<file path="src/rtl/vc_pkg.sv">
package vc_pkg;
  typedef enum logic [1:0] {
    ST_IDLE  = 2'd0,
    ST_SWAP1 = 2'd1,
    ST_SWAP2 = 2'd2,
    ST_MWAIT = 2'd3
  } vc_state_e;
endpackage

</file>
<file path="src/rtl/vc_main_array.sv">
module vc_main_array #(
  parameter int LA_W   = 16,
  parameter int IDX_W  = 3,
  parameter int DATA_W = 32
) (
  input  logic              clk,
  input  logic              rst,
  input  logic [IDX_W-1:0]  rd_set,
  output logic              rd_valid,
  output logic [LA_W-1:0]   rd_line,
  output logic [DATA_W-1:0] rd_data,
  input  logic              wr_en,
  input  logic [IDX_W-1:0]  wr_set,
  input  logic [LA_W-1:0]   wr_line,
  input  logic [DATA_W-1:0] wr_data
);
  localparam int SETS = 1 << IDX_W;

  logic [SETS-1:0]   vld;
  logic [LA_W-1:0]   lines [SETS];
  logic [DATA_W-1:0] datas [SETS];

  assign rd_valid = vld[rd_set];
  assign rd_line  = lines[rd_set];
  assign rd_data  = datas[rd_set];

  always_ff @(posedge clk) begin
    if (rst) vld <= '0;
    else if (wr_en) vld[wr_set] <= 1'b1;
  end

  always_ff @(posedge clk) begin
    if (wr_en) begin
      lines[wr_set] <= wr_line;
      datas[wr_set] <= wr_data;
    end
  end
endmodule

</file>
<file path="src/rtl/vc_victim_buf.sv">
module vc_victim_buf #(
  parameter int LA_W    = 16,
  parameter int DATA_W  = 32,
  parameter int ENTRIES = 4,
  parameter int EW      = 2
) (
  input  logic               clk,
  input  logic               rst,
  input  logic [LA_W-1:0]    look_line,
  output logic [ENTRIES-1:0] hit_vec,
  output logic               hit_any,
  output logic [EW-1:0]      hit_slot,
  output logic [DATA_W-1:0]  hit_data,
  output logic [EW-1:0]      repl_slot,
  input  logic               wr_en,
  input  logic [EW-1:0]      wr_slot,
  input  logic               wr_valid,
  input  logic [LA_W-1:0]    wr_line,
  input  logic [DATA_W-1:0]  wr_data
);
  localparam logic [EW-1:0] OLDEST = EW'(ENTRIES - 1);

  logic [ENTRIES-1:0] vld;
  logic [LA_W-1:0]    lines [ENTRIES];
  logic [DATA_W-1:0]  datas [ENTRIES];
  logic [EW-1:0]      age   [ENTRIES];

  for (genvar g = 0; g < ENTRIES; g++) begin : g_match
    assign hit_vec[g] = vld[g] && (lines[g] == look_line);
  end
  assign hit_any = |hit_vec;

  always_comb begin
    hit_slot = '0;
    hit_data = '0;
    for (int i = 0; i < ENTRIES; i++) begin
      if (hit_vec[i]) begin
        hit_slot = EW'(i);
        hit_data = datas[i];
      end
    end
  end

  // empty entry first (lowest index), otherwise the oldest by age
  always_comb begin
    logic found;
    found     = 1'b0;
    repl_slot = '0;
    for (int i = 0; i < ENTRIES; i++) begin
      if (!vld[i] && !found) begin
        repl_slot = EW'(i);
        found     = 1'b1;
      end
    end
    if (!found) begin
      for (int i = 0; i < ENTRIES; i++) begin
        if (age[i] == OLDEST) repl_slot = EW'(i);
      end
    end
  end

  always_ff @(posedge clk) begin
    if (rst) begin
      vld <= '0;
      for (int i = 0; i < ENTRIES; i++) age[i] <= EW'(i);
    end else if (wr_en) begin
      vld[wr_slot] <= wr_valid;
      for (int i = 0; i < ENTRIES; i++) begin
        if (EW'(i) == wr_slot)          age[i] <= '0;
        else if (age[i] < age[wr_slot]) age[i] <= age[i] + 1'b1;
      end
    end
  end

  always_ff @(posedge clk) begin
    if (wr_en) begin
      lines[wr_slot] <= wr_line;
      datas[wr_slot] <= wr_data;
    end
  end
endmodule

</file>
<file path="src/rtl/victim_assist_cache.sv">
module victim_assist_cache
  import vc_pkg::*;
#(
  parameter int LA_W   = 16,
  parameter int IDX_W  = 3,
  parameter int DATA_W = 32,
  parameter int VICT_N = 4
) (
  input  logic              clk,
  input  logic              rst,
  input  logic              lk_valid,
  input  logic [LA_W-1:0]   lk_line,
  output logic              lk_stall,
  output logic              rsp_valid,
  output logic              rsp_hit,
  output logic [DATA_W-1:0] rsp_data,
  output logic              req_valid,
  output logic [LA_W-1:0]   req_line,
  input  logic              fill_valid,
  input  logic [DATA_W-1:0] fill_data
);
  localparam int EW = (VICT_N > 1) ? $clog2(VICT_N) : 1;

  function automatic logic [IDX_W-1:0] line_set(input logic [LA_W-1:0] l);
    return l[IDX_W-1:0];
  endfunction

  vc_state_e         state;
  logic [LA_W-1:0]   cur_line;
  logic [EW-1:0]     swap_slot;
  logic [LA_W-1:0]   look_line;

  logic              m_rd_valid;
  logic [LA_W-1:0]   m_rd_line;
  logic [DATA_W-1:0] m_rd_data;
  logic              m_wr_en;
  logic [DATA_W-1:0] m_wr_data;

  logic [VICT_N-1:0] vic_hit_vec;
  logic              v_hit_any;
  logic [EW-1:0]     v_hit_slot;
  logic [DATA_W-1:0] v_hit_data;
  logic [EW-1:0]     v_repl_slot;
  logic              v_wr_en;
  logic [EW-1:0]     v_wr_slot;
  logic              v_wr_valid;

  // named internal events
  logic acc, main_hit, swap_start, miss_start, in_swap1, fill_take;

  assign look_line  = (state == ST_IDLE) ? lk_line : cur_line;
  assign acc        = lk_valid && (state == ST_IDLE);
  assign main_hit   = m_rd_valid && (m_rd_line == look_line);
  assign swap_start = acc && !main_hit && v_hit_any;
  assign miss_start = acc && !main_hit && !v_hit_any;
  assign in_swap1   = (state == ST_SWAP1);
  assign fill_take  = (state == ST_MWAIT) && fill_valid;
  assign lk_stall   = (state != ST_IDLE);

  assign m_wr_en    = in_swap1 || fill_take;
  assign m_wr_data  = in_swap1 ? v_hit_data : fill_data;
  assign v_wr_en    = in_swap1 || (fill_take && m_rd_valid);
  assign v_wr_slot  = in_swap1 ? swap_slot : v_repl_slot;
  assign v_wr_valid = in_swap1 ? m_rd_valid : 1'b1;

  vc_main_array #(.LA_W(LA_W), .IDX_W(IDX_W), .DATA_W(DATA_W)) u_main (
    .clk     (clk),
    .rst     (rst),
    .rd_set  (line_set(look_line)),
    .rd_valid(m_rd_valid),
    .rd_line (m_rd_line),
    .rd_data (m_rd_data),
    .wr_en   (m_wr_en),
    .wr_set  (line_set(cur_line)),
    .wr_line (cur_line),
    .wr_data (m_wr_data)
  );

  vc_victim_buf #(.LA_W(LA_W), .DATA_W(DATA_W), .ENTRIES(VICT_N), .EW(EW)) u_vict (
    .clk      (clk),
    .rst      (rst),
    .look_line(look_line),
    .hit_vec  (vic_hit_vec),
    .hit_any  (v_hit_any),
    .hit_slot (v_hit_slot),
    .hit_data (v_hit_data),
    .repl_slot(v_repl_slot),
    .wr_en    (v_wr_en),
    .wr_slot  (v_wr_slot),
    .wr_valid (v_wr_valid),
    .wr_line  (m_rd_line),
    .wr_data  (m_rd_data)
  );

  always_ff @(posedge clk) begin
    if (rst) begin
      state     <= ST_IDLE;
      cur_line  <= '0;
      swap_slot <= '0;
      rsp_valid <= 1'b0;
      rsp_hit   <= 1'b0;
      rsp_data  <= '0;
      req_valid <= 1'b0;
      req_line  <= '0;
    end else begin
      rsp_valid <= 1'b0;
      case (state)
        ST_IDLE: begin
          if (acc) begin
            cur_line <= lk_line;
            if (main_hit) begin
              rsp_valid <= 1'b1;
              rsp_hit   <= 1'b1;
              rsp_data  <= m_rd_data;
            end else if (v_hit_any) begin
              swap_slot <= v_hit_slot;
              state     <= ST_SWAP1;
            end else begin
              req_valid <= 1'b1;
              req_line  <= lk_line;
              state     <= ST_MWAIT;
            end
          end
        end
        ST_SWAP1: state <= ST_SWAP2;
        ST_SWAP2: begin
          rsp_valid <= 1'b1;
          rsp_hit   <= 1'b1;
          rsp_data  <= m_rd_data;
          state     <= ST_IDLE;
        end
        ST_MWAIT: begin
          if (fill_valid) begin
            rsp_valid <= 1'b1;
            rsp_hit   <= 1'b0;
            rsp_data  <= fill_data;
            req_valid <= 1'b0;
            state     <= ST_IDLE;
          end
        end
        default: state <= ST_IDLE;
      endcase
    end
  end
endmodule

</file>
<file path="config.mk">
export PLATFORM = sky130hd
export DESIGN_NAME = victim_assist_cache
export DESIGN_NICKNAME = d
export VERILOG_FILES = /design/src/rtl/vc_pkg.sv /design/src/rtl/vc_main_array.sv /design/src/rtl/vc_victim_buf.sv /design/src/rtl/victim_assist_cache.sv
export SDC_FILE = /design/constraint.sdc
export NUM_CORES = 1
export LEC_CHECK = 0
export BUFFER_PORTS_ARGS = -buffer_cell sky130_fd_sc_hd__buf_2
export CORE_MARGIN = 10
export CORE_UTILIZATION = 25
export DETAILED_ROUTE_END_ITERATION = 10
export GPL_ROUTABILITY_DRIVEN = 0
export SETUP_SLACK_MARGIN = 0.5
export SYNTH_ARGS = -nofsm -noshare
export SYNTH_HDL_FRONTEND = slang
export SYNTH_SLANG_ARGS = --single-unit
</file>
<file path="constraint.sdc">
create_clock -name clk -period 5.5 [get_ports clk]
set_input_delay 0.825 -clock clk [delete_from_list [all_inputs] [get_ports clk]]
set_output_delay 0.825 -clock clk [all_outputs]
set_load 0.01 [all_outputs]
</file>
==> impl_metrics.env, run 1 <==
export IMPL_routed_via_density=4.71
export IMPL_final_setup_viol_count=0
export IMPL_crit_family="simple AND/OR/NAND/NOR gates"
export IMPL_wire_per_inst_um=20.7
export IMPL_netlist_area_mm2=0.0281
export IMPL_nFillCells=11200
export IMPL_grt_max_degree=72
export IMPL_clock_skew_ns=0.0281
export IMPL_slew_violations=0
export IMPL_hold_path_class="reg2reg"
export IMPL_htreeDepth=3
export IMPL_first_pass_iters=6
export IMPL_crit_fanout=30
export IMPL_die_h_um=355
export IMPL_grt_total_usage_pct=11.2
export IMPL_synth_top_area_share_pct=62.5
export IMPL_place_hpwl_um=43300
export IMPL_finalWorstSetupSlack_ns=0.712
export IMPL_cts_path_max_buffers=3
export IMPL_crit_chain="nor2_4 > inv_2 > buf_4 > nor2_1 > o32a_1 > and3_1 > nor4b_1 > nand4_1 > or3_1 > buf_4 > o2111ai_1 > o21ai_1"
export IMPL_endpoint_kind="flip-flop"
export IMPL_fmax_mhz=209
export IMPL_syn_inst=1904
export IMPL_ir_worst_vdd_uv=252
export IMPL_syn2layout_area_growth_pct=16.6
export IMPL_synth_fp_nets=1960
export IMPL_synth_seq_cells=667
export IMPL_start_kind="flip-flop"
export IMPL_busiest_layer="met2"
export IMPL_yosysUniqueCellTypes=67
export IMPL_slowest_delay_ns=0.83
export IMPL_powerDensity_mw_per_mm2=355
export IMPL_routed_wl_um=73300
export IMPL_synth_top_cells_by_count="edfxtp_1, nand2_1, mux2i_1"
export IMPL_p_leak_nw=10.8
export IMPL_worstSkewPairLatency_ns=0.63
export IMPL_tns_ns=0
export IMPL_hold_violations=0
export IMPL_fin_util_pct=29.4
export IMPL_layout_min_cycle_time_ns=4.79
export IMPL_cp_arrival_ns=5.28
export IMPL_cts_root_buf="clkbuf_16"
export IMPL_ys_seq_area_share_pct=68.4
export IMPL_die_area_mm2=0.126
export IMPL_preCtsSetupSlack_ns=0.457
export IMPL_yosysWarningCount=0
export IMPL_synth_edf_count=584
export IMPL_numCtsBuffers=66
export IMPL_cpMaxStageDelayCell="or3_1"
export IMPL_postCtsSetupRepairBufs=0
export IMPL_cts_tree="built"
export IMPL_globalRouteMet1Util_pct=14.5
export IMPL_dp_cells=3418
export IMPL_crit_buf_inv=3
export IMPL_seq_area_mm2=0.0192
export IMPL_gr_usage_met3_pct=1.57
export IMPL_synth_main_ff_cell="edfxtp_1"
export IMPL_fin_cells=3539
export IMPL_required_ns=5.99
export IMPL_cap_viol_max_count=0
export IMPL_nets=2054
export IMPL_grt_use_met2_pct=19.1
export IMPL_drtIter0Drc=1347
export IMPL_grt_overflow_total=0
export IMPL_finalPower_mw=11.6
export IMPL_via_count=16700
export IMPL_async_reset_ff_share_pct=0
export IMPL_fin_crit_sh_pct=87.1
export IMPL_path_class="reg2reg"
export IMPL_grt_pass1_wl_um=109000
export IMPL_ctsHoldBuffers=0
export IMPL_ant_nets=0
export IMPL_layout_drive_gt1_share_pct=18.1
export IMPL_die_w_um=355
export IMPL_clk_pin_slew_ns=0.06
export IMPL_cts_sinks=667
export IMPL_initial_core_util_pct=25.3
export IMPL_synth_area_leaders="edfxtp_1, dfxtp_1, mux2i_1"
export IMPL_core_area_mm2=0.111
export IMPL_grt_pass1_vias=16600
export IMPL_status="completed"
export IMPL_crit_top_cell="buf_4"
export IMPL_synth_area_leader_cell="edfxtp_1"
export IMPL_synth_most_common_cell="edfxtp_1"
export IMPL_ios=104
export IMPL_tightest_slew_ns=1.04
export IMPL_synth_avg_cell_area_um2=14.7
export IMPL_drc=0
export IMPL_antenna_found_initial=1
export IMPL_multi_input_area_mm2=0.00843
export IMPL_num_rows=122
export IMPL_portBuffers=103
export IMPL_relSlewSlack_pct=30.5
export IMPL_rsz0062_at_grt="false"
-- state kept, by name (all words and copies together) (netlist names) --
signal / cells
req_valid: 1
u_main.lines: 128
rsp_valid: 1
u_vict.datas: 128
u_vict.vld: 4
cur_line: 16
rsp_data: 32
u_main.vld: 8
state: 2
u_vict.age: 8
req_line: 16
u_vict.lines: 64
u_main.datas: 256
rsp_hit: 1
swap_slot: 2
-- area by class of cell --
class | count | share of cell area, %
antenna | 1 | 0.00765
clock buffer | 78 | 5.34
clock inverter | 42 | 1.49
inverter | 9 | 0.111
multi-input combinational | 1105 | 25.8
sequential | 667 | 58.7
tap | 1488 | 5.69
timing repair buffer | 149 | 2.87
-- logic make-up (layout without fill, tap and decap cells) --
| family | count (synthesis) | count (layout) | synth area share (%) |
|---|---|---|---|
| adders and majority gates | 5 | 5 | 0.214 |
| muxes | 230 | 230 | 11.2 |
| DFF | 667 | 667 | 68.4 |
| other | 0 | 1 | 0 |
| AOI/OAI and AO/OA | 275 | 275 | 7.25 |
| xor gates and xnor gates | 71 | 71 | 2.22 |
| buffers and inverters | 132 | 278 | 2.09 |
| and+or+nand+nor | 524 | 524 | 8.58 |
-- stage by stage --
step	cell area, um2	hold WS, ns
6_report	32700	0.456
5_1_grt	32700	0.473
4_1_cts	32700	0.452
3_5_place_dp	30400	0.449
3_3_place_gp	30400	0.441
2_1_floorplan	28100	0.433
-- path summary, 6_finish.rpt --
kind               startpoint      endpoint  slack [ns]  cells past startpoint
setup / recovery     state[1]  rsp_data[15]        0.71                     12
hold / removal    req_line[9]   req_line[9]        0.46                      2
setup reg to reg     state[1]  rsp_data[15]        0.71                     12
hold reg to reg   req_line[9]   req_line[9]        0.46                      2
-- layer usage --
layer / wire length (um) / up-vias / part of all wire, %
li1: - / 7521 / -
met1: 31200 / 8503 / 43
met2: 36000 / 529 / 49
met3: 4160 / 121 / 5.7
met4: 2040 / 0 / 2.8
met5: 0 / - / 0
-- worst min-delay path: stages, from the launching register on --
cell and delay [ns]:
dfxtp_1 0.31, nand2_1 0.05, mux2i_1 0.05
-- power by group --
part	leakage (nW)	total, mW	switching [mW]	internal, mW
Sequential	6.05	5.77	0.0643	5.70
Clock	1.10	4.66	1.98	2.68
Combinational	3.65	1.19	0.776	0.415
-- cells in the final DEF (no fill, tap or decap), types with 9 or more instances in the layout --
master | synthesis | final
mux4_2 | 66 | 66
buf_2 | 34 | 103
clkinv_2 | 0 | 15
xnor2_1 | 55 | 55
a211o_1 | 33 | 33
xor2_1 | 16 | 16
a22oi_1 | 32 | 32
edfxtp_1 | 584 | 584
and2_1 | 12 | 9
o21ai_0 | 13 | 13
o21ai_1 | 29 | 29
nor2_1 | 108 | 99
clkbuf_16 | 0 | 66
dfxtp_1 | 83 | 82
nor4_1 | 13 | 13
buf_4 | 5 | 39
nand3_1 | 73 | 72
mux2i_1 | 153 | 148
a21oi_1 | 32 | 32
o2111ai_1 | 32 | 32
clkinv_1 | 0 | 10
o32ai_1 | 12 | 12
o211ai_1 | 35 | 35
nand2_1 | 218 | 217
nor2_4 | 0 | 11
nand2b_1 | 39 | 38
o32a_1 | 12 | 12
and3_1 | 16 | 15
o21a_1 | 10 | 10
a211oi_1 | 11 | 11
-- repair_timing --
| action | CTS | global route |
|---|---|---|
| cloned | 0 | 0 |
| endpoints found under the setup margin | 29 | 255 |
| resized for setup | 1 | 5 |
Power figures use the tool's default switching activity.
==> run 2, diff against run 1 <==
RECOVER_POWER = 50   (was not set)
==> run 2 against run 1 <==
The flow now finishes with violations (max-capacitance violations, max-slew violations). Via count barely moved. Critical path depth did not move. Non-clock buffer count did not move. Design area fell by 0.55%. Total power fell by 0.13%. Register-to-register slack got worse by 0.099 ns. Clock power barely moved. Clock skew fell by 0.0025 ns. Final cell count barely moved. Utilization fell by 0.16 points. First-iteration DRC count rose by 4.0%. Sequential power barely moved. Critical endpoint unchanged.
==> impl_metrics.env, run 2 (same netlist as run 1, synthesis figures left out) <==
export IMPL_status="complete, but fails checks"
export IMPL_violations="max-capacitance violations, max-slew violations"
export IMPL_drc=0
export IMPL_tns_ns=0
export IMPL_dp_cells=3418
export IMPL_dpl_cell_area_mm2=0.0304
export IMPL_hold_violations=0
export IMPL_routed_wl_um=73300
export IMPL_p_leak_nw=10.6
export IMPL_cts_tree="built"
export IMPL_top_regs="u_main.datas: 256 flops, u_main.lines: 128 flops, u_vict.datas: 128 flops"
export IMPL_fin_crit_sh_pct=88.9
export IMPL_cp_arrival_ns=5.38
export IMPL_initial_core_util_pct=25.3
export IMPL_grt_overflow_total=0
export IMPL_routed_via_density=4.72
export IMPL_required_ns=5.99
export IMPL_ir_worst_vdd_uv=253
export IMPL_cap_viol_max_count=10
export IMPL_cts_root_buf="clkbuf_16"
export IMPL_powerDensity_mw_per_mm2=357
export IMPL_layout_drive_gt1_share_pct=15.0
export IMPL_ant_nets=0
export IMPL_syn2layout_area_growth_pct=15.9
export IMPL_cts_path_max_buffers=3
export IMPL_die_area_mm2=0.126
export IMPL_worstSkewPairLatency_ns=0.63
export IMPL_endpoint_kind="flip-flop"
export IMPL_largest_register="u_main.datas"
export IMPL_grt_pass1_wl_um=109000
export IMPL_via_count=16700
export IMPL_drtIter0Drc=1401
export IMPL_tightest_slew_ns=2.70
export IMPL_fin_cells=3538
export IMPL_antenna_cells=0
export IMPL_numCtsBuffers=66
export IMPL_largest_reg_flops=256
export IMPL_ctsHoldBuffers=0
export IMPL_preCtsSetupSlack_ns=0.457
export IMPL_grt_pass1_vias=16600
export IMPL_portBuffers=103
export IMPL_final_setup_viol_count=0
export IMPL_timing_hold_ws_ns=0.459
export IMPL_start_kind="flip-flop"
export IMPL_htreeDepth=3
export IMPL_clock_skew_ns=0.0255
export IMPL_cts_sinks=667
export IMPL_grt_max_degree=72
export IMPL_finalWorstSetupSlack_ns=0.612
export IMPL_nets=2054
export IMPL_path_class="reg2reg"
export IMPL_place_hpwl_um=43300
export IMPL_fin_util_pct=29.3
export IMPL_crit_fanout=30
export IMPL_die_w_um=355
export IMPL_clk_pin_slew_ns=0.06
export IMPL_finalPower_mw=11.6
export IMPL_mostFrequentLayoutCells="edfxtp_1, nand2_1, mux2i_1"
export IMPL_layout_min_cycle_time_ns=4.89
export IMPL_fin_area_mm2=0.0325
export IMPL_hold_path_class="reg2reg"
export IMPL_antenna_found_initial=1
export IMPL_layout_commonest_cell="edfxtp_1"
export IMPL_rsz0062_at_grt="false"
export IMPL_first_pass_iters=5
export IMPL_grt_total_usage_pct=11.2
export IMPL_slew_violations=344
export IMPL_ios=104
export IMPL_relSlewSlack_pct=-80.5
export IMPL_num_rows=122
export IMPL_wire_per_inst_um=20.7
export IMPL_die_h_um=355
export IMPL_postCtsSetupRepairBufs=0
export IMPL_core_area_mm2=0.111
export IMPL_fmax_mhz=205
[run 2: layout make-up]
class                   instances  area (um2)
inverters                       9        36.3
multi-input cells            1105        8370
clock inverters                42         488
flip-flops and latches        667       19200
fillers                     11200       78600
clock buffers                  78        1750
repair buffers                149         822
well taps                    1488        1860
[run 2: timing repair]
action,in CTS,in global routing
pin swaps,0,0
resized for setup,1,5
setup endpoints to repair,29,255
gates cloned,0,0
[run 2: metal layers]
| layer | part of all wire [%] | vias up | wire (um) | track usage [%] |
|---|---|---|---|---|
| li1 | - | 7514 | - | - |
| met1 | 43 | 8506 | 31300 | 14.5 |
| met2 | 49 | 540 | 35900 | 19.1 |
| met3 | 5.5 | 124 | 4020 | 1.57 |
| met4 | 2.8 | 0 | 2080 | 4.24 |
| met5 | 0 | - | 0 | 0 |
[run 2: report_power, final]
| part | leakage (nW) | switching [mW] | total [mW] | internal (mW) |
|---|---|---|---|---|
| Clock | 1.10 | 1.98 | 4.66 | 2.68 |
| Sequential | 6.05 | 0.0650 | 5.77 | 5.70 |
| Combinational | 3.44 | 0.774 | 1.18 | 0.403 |
[run 2: final timing paths]
path	from	to	slack, ns	cells after the start
setup / recovery	state[1]	rsp_data[15]	0.61	12
hold / removal	req_line[5]	req_line[5]	0.46	2
setup reg to reg	state[1]	rsp_data[15]	0.61	12
hold reg to reg	req_line[5]	req_line[5]	0.46	2
[run 2: worst max-delay path: stages, from the launching register on]
cell,delay [ns]
dfxtp_1,0.67
nor2_4,0.20
inv_1,0.22
buf_4,0.44
nor2_1,0.10
o32a_1,0.37
and3_1,0.18
nor4b_1,0.69
nand4_1,0.28
or3_1,0.83
buf_4,0.39
o2111ai_1,0.23
o21ai_1,0.10
